File: config.mk
export PLATFORM = sky130hd
export DESIGN_NAME = tcg_channel
export DESIGN_NICKNAME = d
export VERILOG_FILES = /design/src/rtl/tcg_pkg.sv /design/src/rtl/tcg_event_decode.sv /design/src/rtl/tcg_gate_latch.sv /design/src/rtl/tcg_counter.sv /design/src/rtl/tcg_channel.sv
export SDC_FILE = /design/constraint.sdc
export NUM_CORES = 1
export LEC_CHECK = 0
export ABC_AREA = 1
export BUFFER_PORTS_ARGS = -buffer_cell sky130_fd_sc_hd__buf_2
export CORE_MARGIN = 1.5
export CORE_UTILIZATION = 48
export DETAILED_ROUTE_END_ITERATION = 8
export PLACE_DENSITY_LB_ADDON = 0.05
export SLEW_MARGIN = 20
export SYNTH_ARGS = -nofsm -noshare
export SYNTH_HDL_FRONTEND = slang
export SYNTH_SLANG_ARGS = --single-unit
File: constraint.sdc
create_clock -name clk -period 1.8 [get_ports clk]
set_clock_uncertainty 0.2 [all_clocks]
set_input_delay 0.18 -clock clk [delete_from_list [all_inputs] [get_ports clk]]
set_output_delay 0.18 -clock clk [all_outputs]
set_load 0.05 [all_outputs]
File: src/rtl/tcg_pkg.sv
// Shared types for the timer channel clock gating block.
package tcg_pkg;
    // Mode and option bits as seen by the decoder.
    typedef struct packed {
        logic wave;
        logic b_dis;
        logic b_stop;
        logic c_dis;
        logic c_stop;
        logic c_trg;
    } tcg_mode_t;

    // Decoded actions on the two gate bits.
    typedef struct packed {
        logic set_en;
        logic clr_en;
        logic start;
        logic stop;
    } tcg_ctl_t;
endpackage

File: src/rtl/tcg_event_decode.sv
// Turns commands, triggers and mode-qualified events into latch actions.
// Assumes all strobes are single-cycle and synchronous to clk.
module tcg_event_decode
    import tcg_pkg::*;
(
    input  tcg_mode_t mode_i,
    input  logic      cmd_en_i,
    input  logic      cmd_dis_i,
    input  logic      trig_sw_i,
    input  logic      trig_sync_i,
    input  logic      trig_ext_i,
    input  logic      evt_b_i,
    input  logic      evt_c_i,
    output tcg_ctl_t  ctl_o
);
    logic b_live;
    logic c_live;

    // Qualify each event by the mode it belongs to.
    always_comb begin
        b_live = evt_b_i && !mode_i.wave;
        c_live = evt_c_i && mode_i.wave;
    end

    // Build the action set from commands and qualified events.
    always_comb begin
        ctl_o.set_en = cmd_en_i;
        ctl_o.clr_en = cmd_dis_i || (b_live && mode_i.b_dis) || (c_live && mode_i.c_dis);
        ctl_o.start  = trig_sw_i || trig_sync_i || trig_ext_i || (c_live && mode_i.c_trg);
        ctl_o.stop   = (b_live && mode_i.b_stop) || (c_live && mode_i.c_stop);
    end
endmodule

File: src/rtl/tcg_gate_latch.sv
// Holds the enable bit and the run bit that gate the counter clock.
// Clear beats set on the enable bit; start beats stop on the run bit;
// the run bit is frozen while the enable bit is clear.
module tcg_gate_latch
    import tcg_pkg::*;
(
    input  logic     clk,
    input  logic     rst_n,
    input  tcg_ctl_t ctl_i,
    output logic     en_o,
    output logic     run_o
);
    logic en_q;
    logic run_q;

    // Enable bit: commands and disable events, clear has priority.
    always_ff @(posedge clk) begin
        if (!rst_n)            en_q <= 1'b0;
        else if (ctl_i.clr_en) en_q <= 1'b0;
        else if (ctl_i.set_en) en_q <= 1'b1;
    end

    // Run bit: triggers start, events stop, only while enabled.
    always_ff @(posedge clk) begin
        if (!rst_n)                    run_q <= 1'b0;
        else if (en_q && ctl_i.start)  run_q <= 1'b1;
        else if (en_q && ctl_i.stop)   run_q <= 1'b0;
    end

    assign en_o  = en_q;
    assign run_o = run_q;
endmodule

File: src/rtl/tcg_counter.sv
// Up-counter that clears on a trigger and steps on each gated tick.
// Assumes clr_i and step_i are synchronous; clear has priority.
module tcg_counter #(
    parameter int CNT_W = 16
) (
    input  logic             clk,
    input  logic             rst_n,
    input  logic             clr_i,
    input  logic             step_i,
    output logic [CNT_W-1:0] count_o
);
    localparam logic [CNT_W-1:0] ONE = {{(CNT_W-1){1'b0}}, 1'b1};

    logic [CNT_W-1:0] cnt_q;

    // Count register with natural wrap at the top value.
    always_ff @(posedge clk) begin
        if (!rst_n)      cnt_q <= '0;
        else if (clr_i)  cnt_q <= '0;
        else if (step_i) cnt_q <= cnt_q + ONE;
    end

    assign count_o = cnt_q;
endmodule

File: src/rtl/tcg_channel.sv
// Top of the timer channel clock gating block: decodes commands and
// events, keeps the enable and run bits, and gates ticks into the counter.
// Assumes tick_i is already the selected counter clock, one cycle wide.
module tcg_channel
    import tcg_pkg::*;
#(
    parameter int CNT_W = 16
) (
    input  logic             clk,
    input  logic             rst_n,
    input  logic             tick_i,
    input  logic             cmd_en_i,
    input  logic             cmd_dis_i,
    input  logic             trig_sw_i,
    input  logic             trig_sync_i,
    input  logic             trig_ext_i,
    input  logic             mode_wave_i,
    input  logic             opt_b_dis_i,
    input  logic             opt_b_stop_i,
    input  logic             opt_c_dis_i,
    input  logic             opt_c_stop_i,
    input  logic             opt_c_trg_i,
    input  logic             evt_b_i,
    input  logic             evt_c_i,
    output logic             cnt_en_o,
    output logic             cnt_clr_o,
    output logic             clk_sta_o,
    output logic [CNT_W-1:0] count_o
);
    tcg_mode_t mode;
    tcg_ctl_t  ctl;
    logic      en;
    logic      run;
    logic      gated;

    // Pack the mode inputs for the decoder.
    always_comb begin
        mode.wave   = mode_wave_i;
        mode.b_dis  = opt_b_dis_i;
        mode.b_stop = opt_b_stop_i;
        mode.c_dis  = opt_c_dis_i;
        mode.c_stop = opt_c_stop_i;
        mode.c_trg  = opt_c_trg_i;
    end

    tcg_event_decode u_dec (
        .mode_i      (mode),
        .cmd_en_i    (cmd_en_i),
        .cmd_dis_i   (cmd_dis_i),
        .trig_sw_i   (trig_sw_i),
        .trig_sync_i (trig_sync_i),
        .trig_ext_i  (trig_ext_i),
        .evt_b_i     (evt_b_i),
        .evt_c_i     (evt_c_i),
        .ctl_o       (ctl)
    );

    tcg_gate_latch u_gate (
        .clk   (clk),
        .rst_n (rst_n),
        .ctl_i (ctl),
        .en_o  (en),
        .run_o (run)
    );

    // A tick passes only when both gate bits are set.
    always_comb gated = tick_i && en && run;

    tcg_counter #(.CNT_W(CNT_W)) u_cnt (
        .clk     (clk),
        .rst_n   (rst_n),
        .clr_i   (ctl.start),
        .step_i  (gated),
        .count_o (count_o)
    );

    assign cnt_en_o  = gated;
    assign cnt_clr_o = ctl.start;
    assign clk_sta_o = en;
endmodule

# After elaboration in Yosys (flattened, before gate mapping)

Index checks and enable logic that the tools add are counted.

Output and inout port bits: 19
Input port bits: 16
Register bits after elaboration: 18
Logic and storage cells: 28

Reductions and logical operators: 21
Add/subtract/negate cells: 1
Multiplexer cells: 2
Bitwise logic cells: 1

Operators with widths:

| cell                                           | count |
|---|---|
| adder 16 x 1 -> 16 bit (second input constant) | 1 |
| logical AND 1 bit                              | 11 |
| logical OR 1 bit                               | 6 |
| OR reduction 2 bit                             | 2 |
| 2-to-1 mux 1 bit                               | 2 |
| nonzero test 2 bit                             | 1 |
| zero test 1 bit                                | 1 |
| inverter 1 bit                                 | 1 |

# Depth between registers and ports, before layout

Gate-level depths: netlist (run 1).

Depth in word-level cells: 7
Depth in mapped cells: 7
Depth with buffers taken out: 7

# Hierarchy

A second synthesis (run 1) with hierarchy kept.

Cell total of the unflattened synthesis: 146
Area, all modules: 967.2 um^2

Modules (own cells, without submodules):

| module           | sequential area each (um^2) | times used | cells each | area each (um^2) |
|---|---|---|---|---|
| tcg_counter      | 320.3                       | 1          | 122        | 815.8 |
| tcg_gate_latch   | 40.0                        | 1          | 9          | 77.6 |
| tcg_event_decode | 0.0                         | 1          | 12         | 60.1 |
| tcg_channel      | 0.0                         | 1          | 3          | 13.8 |

# Worst setup path after synthesis (run 1)

Ideal clock, no wire load.

Path type: reg-to-reg
Start point: register u_gate.en_q, in the netlist u_gate.en_o
End point: register u_cnt.cnt_q[15], in the netlist u_cnt.count_o[15]
Period minus slack after synthesis: 1,878 ps
Data required time: 1,483 ps
Arrival time: 1,562 ps
Setup slack: -78 ps
Buffers on the path: 0
Cell stages (with the launch flop): 8
Library setup time: 117 ps
Cell sequence: dfxtp_1 nand2_2 nor2_8 nand2_4 nor2_4 nand3_1 nand2_1 nor2_1

Longest elaborated chain between the ends: 2

RTL lines:

| element                        | line                 | source |
|---|---|---|
| from (decl)                    | tcg_gate_latch.sv:13 | `logic en_q;` |
| from (signal assigned)         | tcg_gate_latch.sv:18 | `if (!rst_n) en_q <= 1'b0;` |
| from (signal assigned)         | tcg_gate_latch.sv:19 | `else if (ctl_i.clr_en) en_q <= 1'b0;` |
| from (signal assigned)         | tcg_gate_latch.sv:20 | `else if (ctl_i.set_en) en_q <= 1'b1;` |
| logical AND 1 bit (2 in a row) | tcg_channel.sv:67    | `always_comb gated = tick_i && en && run;` |
| named net cnt_en_o             | tcg_channel.sv:25    | `output logic cnt_en_o,` |
| to (signal assigned)           | tcg_counter.sv:20    | `else if (step_i) cnt_q <= cnt_q + ONE;` |
| to (decl)                      | tcg_counter.sv:14    | `logic [CNT_W-1:0] cnt_q;` |

The timed path passes the listed nets, and every way through them passes these cells.
A chain may end at the register's enable or synchronous reset.

# Worst setup path after layout (run 1)

Start point: input port rst_n
End point: register u_gate.en_q, in the netlist u_gate.en_o

Longest elaborated chain between the ends: 2

RTL lines:

| element                      | line              | source |
|---|---|---|
| from (decl)                  | tcg_channel.sv:10 | `input logic rst_n,` |
| inverter 1 bit (no line)     | n/a               |  |
| OR reduction 2 bit (no line) | n/a               |  |

Every way passes these cells.

==> results of run 1 <==
## path summary, 6_finish.rpt
check	cells after the start	from	end
setup / recovery	7	rst_n	u_gate.en_o$_SDFFE_PP0P_
hold / removal	6	opt_b_stop_i	u_gate.run_o$_SDFFE_PN0P_
setup reg to reg	6	u_cnt.count_o[0]$_SDFFE_PP0P_	u_cnt.count_o[8]$_SDFFE_PP0P_
hold reg to reg	2	u_cnt.count_o[1]$_SDFFE_PP0P_	u_cnt.count_o[1]$_SDFFE_PP0P_
## cells in the final DEF (no fill, tap or decap), types with 2 or more instances in the layout
master                          Yosys  layout
sky130_fd_sc_hd__nor3_1             3       3
sky130_fd_sc_hd__dfxtp_1           18      15
sky130_fd_sc_hd__dfxtp_2            0       3
sky130_fd_sc_hd__nor2_2             2       2
sky130_fd_sc_hd__inv_1             18      18
sky130_fd_sc_hd__o21ai_0            3       3
sky130_fd_sc_hd__nand2_2            2       2
sky130_fd_sc_hd__nand3_1           12      12
sky130_fd_sc_hd__nand2_1           36      36
sky130_fd_sc_hd__buf_2              0      34
sky130_fd_sc_hd__nor2_1            32      32
sky130_fd_sc_hd__nand4_1            2       2
sky130_fd_sc_hd__dlygate4sd3_1      0       3
sky130_fd_sc_hd__a21oi_1            6       6
sky130_fd_sc_hd__o21ai_1            2       2
sky130_fd_sc_hd__clkbuf_4           0       3
## through the flow
step           cells  area, µm²  worst slack (ps)
6_report         212       1220               128
5_1_grt          212       1220              27.9
4_1_cts          212       1220               125
3_3_place_gp     206       1160               304
3_5_place_dp     206       1160               231
2_1_floorplan    147        963               102
## tightest hold or removal path: stages
cell                      delay (ps)
sky130_fd_sc_hd__buf_2            80
sky130_fd_sc_hd__nand2_1          40
sky130_fd_sc_hd__nand2_1          40
sky130_fd_sc_hd__nand2_1          40
sky130_fd_sc_hd__nand2_1          50
sky130_fd_sc_hd__a21oi_1          50
## power groups by stage
stage | sequential (W) | combinational, W | clock (W)
finish | 0.000403 | 0.0000501 | 0.000194
detailed placement | 0.000412 | 0.0000453 | 0
global route | 0.000404 | 0.0000561 | 0.000214
CTS | 0.000403 | 0.0000503 | 0.000195
global placement | 0.000412 | 0.0000447 | 0
floorplan | 0.000416 | 0.0000204 | 0
## timing repair
item / 4_1_cts / 5_1_grt
hold endpoints to repair: 2 / 0
hold buffers: 3 / 0
setup endpoints to repair: 0 / 0
## cells by family (layout without fill, tap and decap cells)
family / after synthesis / in the layout
AO/OA/AOI/OAI: 14 / 14
flip-flops: 18 / 18
XOR/XNOR: 1 / 1
AND/OR/NAND/NOR: 94 / 94
adder cells (fa/ha/maj): 1 / 1
buffers and inverters: 19 / 59
## synthesized netlist by cell type
cell,count,area (µm²)
sky130_fd_sc_hd__nor2_8,1,20.0
sky130_fd_sc_hd__o21ai_0,3,15.0
sky130_fd_sc_hd__nand2_4,1,11.3
sky130_fd_sc_hd__nor2_1,32,120
sky130_fd_sc_hd__and2_1,1,6.26
sky130_fd_sc_hd__o21bai_1,1,7.51
sky130_fd_sc_hd__buf_4,1,7.51
sky130_fd_sc_hd__a21oi_1,6,30.0
sky130_fd_sc_hd__ha_1,1,12.5
sky130_fd_sc_hd__o21ai_1,2,10.0
sky130_fd_sc_hd__nor2_2,2,12.5
sky130_fd_sc_hd__o211ai_1,1,7.51
sky130_fd_sc_hd__nand4_1,2,12.5
sky130_fd_sc_hd__inv_1,18,67.6
sky130_fd_sc_hd__nand2_1,36,135
sky130_fd_sc_hd__nor3_1,3,15.0
sky130_fd_sc_hd__nand3_1,12,60.1
sky130_fd_sc_hd__a31oi_1,1,6.26
sky130_fd_sc_hd__nand3_2,1,10.0
sky130_fd_sc_hd__nand2_2,2,12.5
sky130_fd_sc_hd__xor2_1,1,8.76
sky130_fd_sc_hd__nor2_4,1,11.3
sky130_fd_sc_hd__dfxtp_1,18,360
## flip-flops by register name, summed over array words and instances (netlist names)
signal and cells:
u_gate.run_o 1, u_gate.en_o 1, u_cnt.count_o 16
## routing by layer
metal,up-vias,routed length [µm],share of wire
met5,-,0,0
met4,0,23,0.011
met3,6,92,0.044
met2,25,983,0.47
met1,440,997,0.48
li1,544,-,-
## area by class of cell
type	count	area (µm²)	share of cell area
clock buffer	3	22.5	0.0185
inverter	18	67.6	0.0555
multi-input combinational	110	524	0.431
sequential	18	364	0.299
tap	25	31.3	0.0257
timing repair buffer	38	208	0.171
==> results.yml, run 1 <==
status:
  status: "complete, no violations"
min_path:
  hp-class: "in -> reg"
final_layout:
  antenna_cells_inserted: 0
  area_growth_syn_to_layout_pct: 26.9
  final_core_util: 0.676
  num-fill-cells: 165
  finish.net_count: 206
  final_layout_size_suffix_gt1_frac: 0.262
setup_path:
  critPathKind: "in -> reg"
  crit_fanout: 3
  worst-path-buf-inv: 4
  cpPeakStageDelay_ps: 550
  cp_common_cell: "sky130_fd_sc_hd__dlygate4sd3_1"
  crit_path_cell_trace: "dlygate4sd3_1, buf_2, inv_1, nor2_1, o211ai_1, a21oi_1, dlygate4sd3_1"
  crit_path_top_delay_cell: "sky130_fd_sc_hd__dlygate4sd3_1"
  worst-endpoint-arrival_ps: 1650
  timing.critical_path.max_delay_family: "buffers and inverters"
  setup_slack_of_the_worst_register_to_register_path_ps: 190
  timing.critical_path.required_ps: 1780
  timing.critical_path.from_type: "input pin"
  timing.critical_path.to_type: "flip-flop"
grt:
  global_route_total_overflow: 0
  grt_use_total: 0.203
  gr-max-usage-layer: "met2"
  gr-usage-met2: 0.379
  wire_length_of_the_first_global_routing_pass_um: 3350
  global_route.usage.met3: 0.0340
  met1_usage: 0.233
  number_of_antenna_violations_at_the_first_check_in_global_routing: 0
  first_global_vias: 852
  maximum_number_of_pins_on_one_net_before_global_route_repair: 15
route:
  dr.pass1.iters: 4
  detail_route.vias_per_cell: 4.79
  route.vias.total: 1015
  drt_first_iter_violations: 11
  drc: 0
  drtAntennaViolNets: 0
  drt-wirelength-per-cell_um: 9.89
  finalWirelength_um: 2100
placed_design:
  gp_routability_congestion: 0.841
  placement.io_buffers: 34
  detailedPlacementHpwl_um: 1610
floorplanning:
  placeableCoreArea_mm2: 0.00180
  rows: 15
  die_w_um: 47.7
  die_y_um: 47.7
  io-pin-count: 35
  start_util: 0.533
  design.die.area_mm2: 0.00228
cts:
  clk_root_buffer_cell: "sky130_fd_sc_hd__clkbuf_4"
  post_cts_resize_count: 0
  cts_buffers: 3
  clock_sink_count: 18
  htree_levels: 1
  clock_latency_ps: 290
  worst_setup_hold_path_clk_slew_ps: 90
  postCtsSetupRepairBufs: 0
  tritoncts: "built"
  cts.path.max_buffers: 2
sta:
  finalSetupViolCount: 0
  tns_ps: 0
  maxSlewHeadroom: 0.805
  tightestPinTransition_ps: 290
  post-route-period-util: 0.929
  achievable-frequency_mhz: 598
  whs_ps: 39.5
  pins_over_slew_limit: 0
  rsz0062_at_grt: "no"
  finalWorstPathRequiredPeriod_ps: 1670
  final_hold_viol_count: 0
power_and_ir_drop:
  power.static_leakage_nw: 0.560
  p_comb_frac: 0.077
  internal_power_w: 0.000502
  power_density_mw_per_mm2: 532
  worst_vdd_ir_uv: 349
  power_frac_clock: 0.300
  finalPower_w: 0.000647
  power_frac_seq: 0.623
  p_sw_w: 0.000145
  netSwitchingFraction: 0.225
yosys:
  muxShareOfSynthArea: 0
  yosys.area_share.adder: 0.0130
  main_combinational_cell_family_by_area_after_synthesis: "simple AND/OR/NAND/NOR gates"
  synth_warnings: 0
  yosys.area_share.simple: 0.445
  synthesis.instances: 147
  mappedNetlistNets: 164
  post_synthesis_sequential_element_count: 18
  synthesized_area_fraction_occupied_by_ao_oa_aoi_and_oai_cells: 0.0795
  synth.cell_area_um2: 960
  synth_seq_area_share: 0.375
  yosys.area_share.xor_xnor: 0.00913
  netlist-cell-type-count: 23
  syn_area_per_cell_um2: 6.53
run:
  maxCapViolCount: 0
Power figures use the tool's default switching activity.
==> run 2, diff against run 1 <==
==> constraint.sdc (replaced) <==
create_clock -name clk -period 1.8 [get_ports clk]
set_clock_uncertainty 0.2 [all_clocks]
set_input_delay 0.27 -clock clk [delete_from_list [all_inputs] [get_ports clk]]
set_output_delay 0.27 -clock clk [all_outputs]
set_load 0.05 [all_outputs]
==> run 2 against run 1 <==
Worst hold slack worse by 5.1 ps. Global-route usage down 1.5 points. First-iteration DRC count decreased by 45%. Wire length down 2.5%. Die area did not move. Final area down 0.51%. Non-clock buffer count fell by 2. Flip-flop and latch count unchanged. Core utilization decreased by 0.35 points. Final cell count is 0.47% lower. Largest cell class unchanged. Highest routed layer unchanged. Sequential power about the same.
==> results.yml, run 2 (synthesis results as in run 1) <==
cts:
  clock_latency_ps: 290
  tritoncts: "built"
  cts.path.max_buffers: 2
  worst_setup_hold_path_clk_slew_ps: 100
  htree_levels: 1
  clk_root_buffer_cell: "sky130_fd_sc_hd__clkbuf_4"
  clock_sink_count: 18
  cts_buffers: 3
placed_design:
  detailedPlacementHpwl_um: 1580
  placement.io_buffers: 34
  gp_routability_congestion: 0.786
final_layout:
  finish.net_count: 204
  antenna_cells_inserted: 0
  final_cell_mix: "sky130_fd_sc_hd__nand2_1 (36), sky130_fd_sc_hd__buf_2 (34), sky130_fd_sc_hd__nor2_1 (32), sky130_fd_sc_hd__inv_1 (18), sky130_fd_sc_hd__dfxtp_1 (15)"
  largest_register_ff_count: 16
  most_common_cell_after_layout_fill_and_taps_aside: "sky130_fd_sc_hd__nand2_1"
  area_growth_syn_to_layout_pct: 26.2
  final_layout_size_suffix_gt1_frac: 0.269
  num-fill-cells: 175
floorplanning:
  die_y_um: 47.7
  design.die.area_mm2: 0.00228
  io-pin-count: 35
  placeableCoreArea_mm2: 0.00180
  rows: 15
  start_util: 0.533
  die_w_um: 47.7
setup_path:
  critPathKind: "reg -> out"
  timing.critical_path.required_ps: 1330
  crit_path_top_delay_cell: "sky130_fd_sc_hd__dfxtp_2"
  timing.critical_path.to_type: "primary output"
  worst-endpoint-arrival_ps: 1260
  crit_path_cell_trace: "nand2_2, nor2_8, buf_2"
  timing.critical_path.from_type: "flip-flop"
  crit_fanout: 10
  worstRegToRegCells: 6
  cpPeakStageDelay_ps: 390
min_path:
  hp-class: "in -> reg"
  worstHoldPathCells: 4
sta:
  rsz0062_at_grt: "no"
  finalWorstPathRequiredPeriod_ps: 1730
  whs_ps: 34.4
  post-route-period-util: 0.963
  achievable-frequency_mhz: 577
  pins_over_slew_limit: 0
  final_hold_viol_count: 0
  finalSetupViolCount: 0
  tns_ps: 0
  maxSlewHeadroom: 0.828
  tightestPinTransition_ps: 255
grt:
  grt_use_total: 0.188
  wire_length_of_the_first_global_routing_pass_um: 3020
  global_route_total_overflow: 0
  first_global_vias: 765
  maximum_number_of_pins_on_one_net_before_global_route_repair: 15
  number_of_antenna_violations_at_the_first_check_in_global_routing: 0
route:
  route.vias.total: 979
  dr.pass1.iters: 4
  finalWirelength_um: 2050
  drtAntennaViolNets: 0
  drc: 0
  detail_route.vias_per_cell: 4.64
  drt_first_iter_violations: 6
  drt-wirelength-per-cell_um: 9.69
power_and_ir_drop:
  power_density_mw_per_mm2: 578
  power.static_leakage_nw: 0.557
  worst_vdd_ir_uv: 481
status:
  status: "complete, no violations"
run:
  maxCapViolCount: 0
[run 2: metrics by stage]
stage / instance area, µm² / util / worst slack, ps / total power, W / instances
after detailed placement: 1160 / 0.647 / 263 / 0.000457 / 206
after floorplan: 963 / - / 102 / 0.000436 / 147
after global routing: 1210 / 0.672 / 9.99 / 0.000726 / 211
final: 1210 / 0.672 / 66.8 / 0.000700 / 211
after CTS: 1210 / 0.672 / 50.0 / 0.000708 / 211
after global placement: 1160 / 0.647 / 326 / 0.000457 / 206
[run 2: cell type report]
type                    count  area [µm²]  area share
clock buffers               4        36.3      0.0300
inverters                  18        67.6      0.0558
multi-input cells         110         524       0.433
flip-flops and latches     18         364       0.301
well taps                  25        31.3      0.0258
repair buffers             36         188       0.155
[run 2: routing by layer]
metal	vias up	track usage	wire, µm
met1	412	0.230	1010
met3	2	0.0340	86
met2	20	0.317	935
li1	545	-	-
met4	0	0.0865	15
met5	-	0	0
[run 2: final timing paths]
check	from	endpoint	slack (ps)
max reg2reg	u_cnt.count_o[0]$_SDFFE_PP0P_	u_cnt.count_o[8]$_SDFFE_PP0P_	240
max	u_gate.en_o$_SDFFE_PP0P_	cnt_en_o	70
min	cmd_dis_i	u_gate.en_o$_SDFFE_PP0P_	30
min reg2reg	u_cnt.count_o[1]$_SDFFE_PP0P_	u_cnt.count_o[1]$_SDFFE_PP0P_	290
[run 2: repair_timing]
action	4_1_cts	5_1_grt
buffers inserted	0	0
hold buffers	1	0
endpoints found under the hold margin	1	0
resized for setup	0	0
[run 2: power by group]
part           leakage, nW  internal [W]  switching [W]
registers            0.147      0.000400     0.00000257
logic                0.389     0.0000210      0.0000256
clock network       0.0210      0.000123       0.000127
[run 2: critical path: cells and delay by family, from the launching register on]
kind	cells	cell delay [ps]
buf+inv	1	300
flops	1	390
simple gates	2	280
==> run 3, diff against run 2 <==
--- a/config.mk
+++ b/config.mk
@@ -5,10 +5,10 @@
 export SDC_FILE = /design/constraint.sdc
 export NUM_CORES = 1
 export LEC_CHECK = 0
-export ABC_AREA = 1
+export ABC_AREA = 0
 export BUFFER_PORTS_ARGS = -buffer_cell sky130_fd_sc_hd__buf_2
 export CORE_MARGIN = 1.5
-export CORE_UTILIZATION = 48
+export CORE_UTILIZATION = 46
 export DETAILED_ROUTE_END_ITERATION = 8
 export PLACE_DENSITY_LB_ADDON = 0.05
 export SLEW_MARGIN = 20
==> run 3 against run 2 <==
Fmax increased by 2.2%. Final cell count decreased by 21%. Final area decreased by 3.0%. Via count decreased by 11%. Flip-flop and latch count unchanged.
==> results.yml, run 3 <==
status:
  status: "complete, no violations"
final_layout:
  antenna_cells_inserted: 0
  num-fill-cells: 180
  multi_input_comb_area_um2: 498
  seq_area_um2: 385
  largest_register_ff_count: 16
  final_layout_size_suffix_gt1_frac: 0.426
  final_cell_mix: "sky130_fd_sc_hd__buf_2 (33), sky130_fd_sc_hd__nor2_1 (13), sky130_fd_sc_hd__xnor2_1 (8), sky130_fd_sc_hd__dfxtp_2 (8), sky130_fd_sc_hd__nand2_1 (7)"
  area_growth_syn_to_layout_pct: 32.8
  finish.net_count: 159
  final_core_util: 0.666
  most_common_cell_after_layout_fill_and_taps_aside: "sky130_fd_sc_hd__buf_2"
power_and_ir_drop:
  worst_vdd_ir_uv: 315
  power_frac_clock: 0.358
  power_frac_seq: 0.579
  internal_power_w: 0.000539
  p_sw_w: 0.000149
  power_density_mw_per_mm2: 586
  netSwitchingFraction: 0.217
  power.static_leakage_nw: 0.483
  p_comb_frac: 0.063
yosys:
  netlist.top_cell.by_area: "sky130_fd_sc_hd__dfxtp_1"
  postSynth.topFlopCell: "sky130_fd_sc_hd__dfxtp_1"
  synth_warnings: 0
  synthTopCellsByArea: "sky130_fd_sc_hd__dfxtp_1 (41%), sky130_fd_sc_hd__xnor2_1 (7.9%), sky130_fd_sc_hd__nor2_1 (5.5%), sky130_fd_sc_hd__nand3_1 (3.4%), sky130_fd_sc_hd__nand2_1 (3.0%)"
  post_synthesis_sequential_element_count: 18
  netlist-cell-type-count: 31
  netlist.area_leader.share: 0.407
  synthesis.instances: 101
  syn_area_per_cell_um2: 8.76
  synth.most_common_cell: "sky130_fd_sc_hd__dfxtp_1"
  mappedNetlistNets: 118
  synth.cell_area_um2: 885
  synth_seq_area_share: 0.407
  synth_top_cells_by_count: "sky130_fd_sc_hd__dfxtp_1 (18), sky130_fd_sc_hd__nor2_1 (13), sky130_fd_sc_hd__xnor2_1 (8)"
  ys_async_sr_fraction: 0
  synth_edf_count: 0
cts:
  postCtsSetupRepairBufs: 0
  worst_setup_hold_path_clk_slew_ps: 100
  htree_levels: 1
  clock_sink_count: 18
  cts_buffers: 3
  clock_latency_ps: 290
  cts.path.max_buffers: 2
  tritoncts: "built"
  clk_root_buffer_cell: "sky130_fd_sc_hd__clkbuf_4"
route:
  dr.pass1.iters: 3
  drt-wirelength-per-cell_um: 11.9
  finalWirelength_um: 1970
  drtAntennaViolNets: 0
  drt_first_iter_violations: 7
  route.vias.total: 874
  drc: 0
  detail_route.vias_per_cell: 5.27
placed_design:
  placement.io_buffers: 34
  detailedPlacementHpwl_um: 1530
  gp_routability_congestion: 0.781
setup_path:
  reg2reg_from: "u_cnt.count_o[3]$_SDFFE_PP0P_"
  setup_slack_of_the_worst_register_to_register_path_ps: 100
  worst-endpoint-arrival_ps: 1730
  worst-path-buf-inv: 0
  crit_fanout: 8
  cpPeakStageDelay_ps: 480
  crit_path_start: "u_cnt.count_o[3]$_SDFFE_PP0P_"
  crit_path_top_delay_cell: "sky130_fd_sc_hd__or4_1"
  timing.critical_path.required_ps: 1830
  timing.critical_path.max_delay_family: "simple AND/OR/NAND/NOR gates"
  timing.critical_path.from_type: "flip-flop"
  crit_path_cell_trace: "nand4_2, or2_0, or4_1, a21oi_1"
  timing.critical_path.to_type: "flip-flop"
  critPathKind: "reg -> reg"
sta:
  final_hold_viol_count: 0
  pins_over_slew_limit: 0
  rsz0062_at_grt: "no"
  post-route-period-util: 0.942
  maxSlewHeadroom: 0.759
  achievable-frequency_mhz: 590
  finalWorstPathRequiredPeriod_ps: 1700
  tightestPinTransition_ps: 359
  finalSetupViolCount: 0
  whs_ps: 22.5
  tns_ps: 0
min_path:
  hold_path.startpoint: "cmd_dis_i"
  hp-class: "in -> reg"
floorplanning:
  die_y_um: 46.9
  start_util: 0.501
  io-pin-count: 35
  rows: 15
  placeableCoreArea_mm2: 0.00176
  die_w_um: 46.9
  design.die.area_mm2: 0.00219
grt:
  maximum_number_of_pins_on_one_net_before_global_route_repair: 11
  grt_use_total: 0.207
  global_route_total_overflow: 0
  first_global_vias: 770
  number_of_antenna_violations_at_the_first_check_in_global_routing: 0
  wire_length_of_the_first_global_routing_pass_um: 3260
run:
  maxCapViolCount: 0
[run 3: cell types whose count changed after synthesis, moves of 3 or more]
cell                      change
sky130_fd_sc_hd__nor4_1       +3
sky130_fd_sc_hd__inv_1       -13
sky130_fd_sc_hd__nand2_1     -29
sky130_fd_sc_hd__xnor2_1      +8
sky130_fd_sc_hd__nor2_1      -19
sky130_fd_sc_hd__nand3_1      -6
[run 3: power groups by stage]
stage	clock network, W	logic [W]	registers, W
2_1_floorplan	0	0.0000145	0.000410
3_3_place_gp	0	0.0000408	0.000408
3_5_place_dp	0	0.0000420	0.000408
4_1_cts	0.000253	0.0000437	0.000398
5_1_grt	0.000271	0.0000489	0.000399
6_report	0.000246	0.0000435	0.000398
[run 3: path summary, 6_finish.rpt]
path                                                        to  cells past startpoint
worst max-delay path            u_cnt.count_o[14]$_SDFFE_PP0P_                      4
worst min register to register  u_cnt.count_o[14]$_SDFFE_PP0P_                      2
worst max register to register  u_cnt.count_o[14]$_SDFFE_PP0P_                      4
worst min-delay path                  u_gate.en_o$_SDFFE_PP0P_                      4
[run 3: tightest hold or removal path, stage by stage]
cell,delay [ps]
sky130_fd_sc_hd__buf_2,70
sky130_fd_sc_hd__inv_1,30
sky130_fd_sc_hd__o211ai_1,70
sky130_fd_sc_hd__a211oi_1,50
[run 3: stage by stage]
stage	worst slack, ps	area (µm²)	power, W	cells
after floorplan	5.58	911	0.000425	101
after global routing	7.30	1170	0.000719	166
after CTS	70.0	1170	0.000695	166
after global placement	167	1130	0.000448	161
final	104	1170	0.000688	166
after detailed placement	141	1130	0.000450	161
[run 3: layout make-up]
class                           count  share of cell area
Timing Repair Buffer               38               0.175
Inverter                            5              0.0160
Multi-Input combinational cell     76               0.424
Sequential cell                    18               0.328
Clock buffer                        4              0.0309
Tap cell                           25              0.0266
[run 3: cells by family (layout without fill, tap and decap cells)]
family,count (synthesis),count (layout),share of synthesized area
multiplexers,1,1,0.0113
XOR/XNOR,10,10,0.0990
flip-flops,18,18,0.407
AO/OA/AOI/OAI,15,15,0.109
AND/OR/NAND/NOR,49,49,0.330
buffers and inverters,7,47,0.0297
adder cells (fa/ha/maj),1,1,0.0141
[run 3: layer usage]
metal / GRT usage / wire [µm] / up-vias
met1: 0.275 / 943 / 403
met5: 0 / 0 / -
li1: - / - / 446
met3: 0.0346 / 70 / 4
met2: 0.334 / 932 / 21
met4: 0.0833 / 25 / 0
[run 3: what timing repair did]
item,in CTS,in global routing
hold endpoints to repair,1,0
resized for setup,0,1
hold buffers,1,0
setup endpoints to repair,0,1
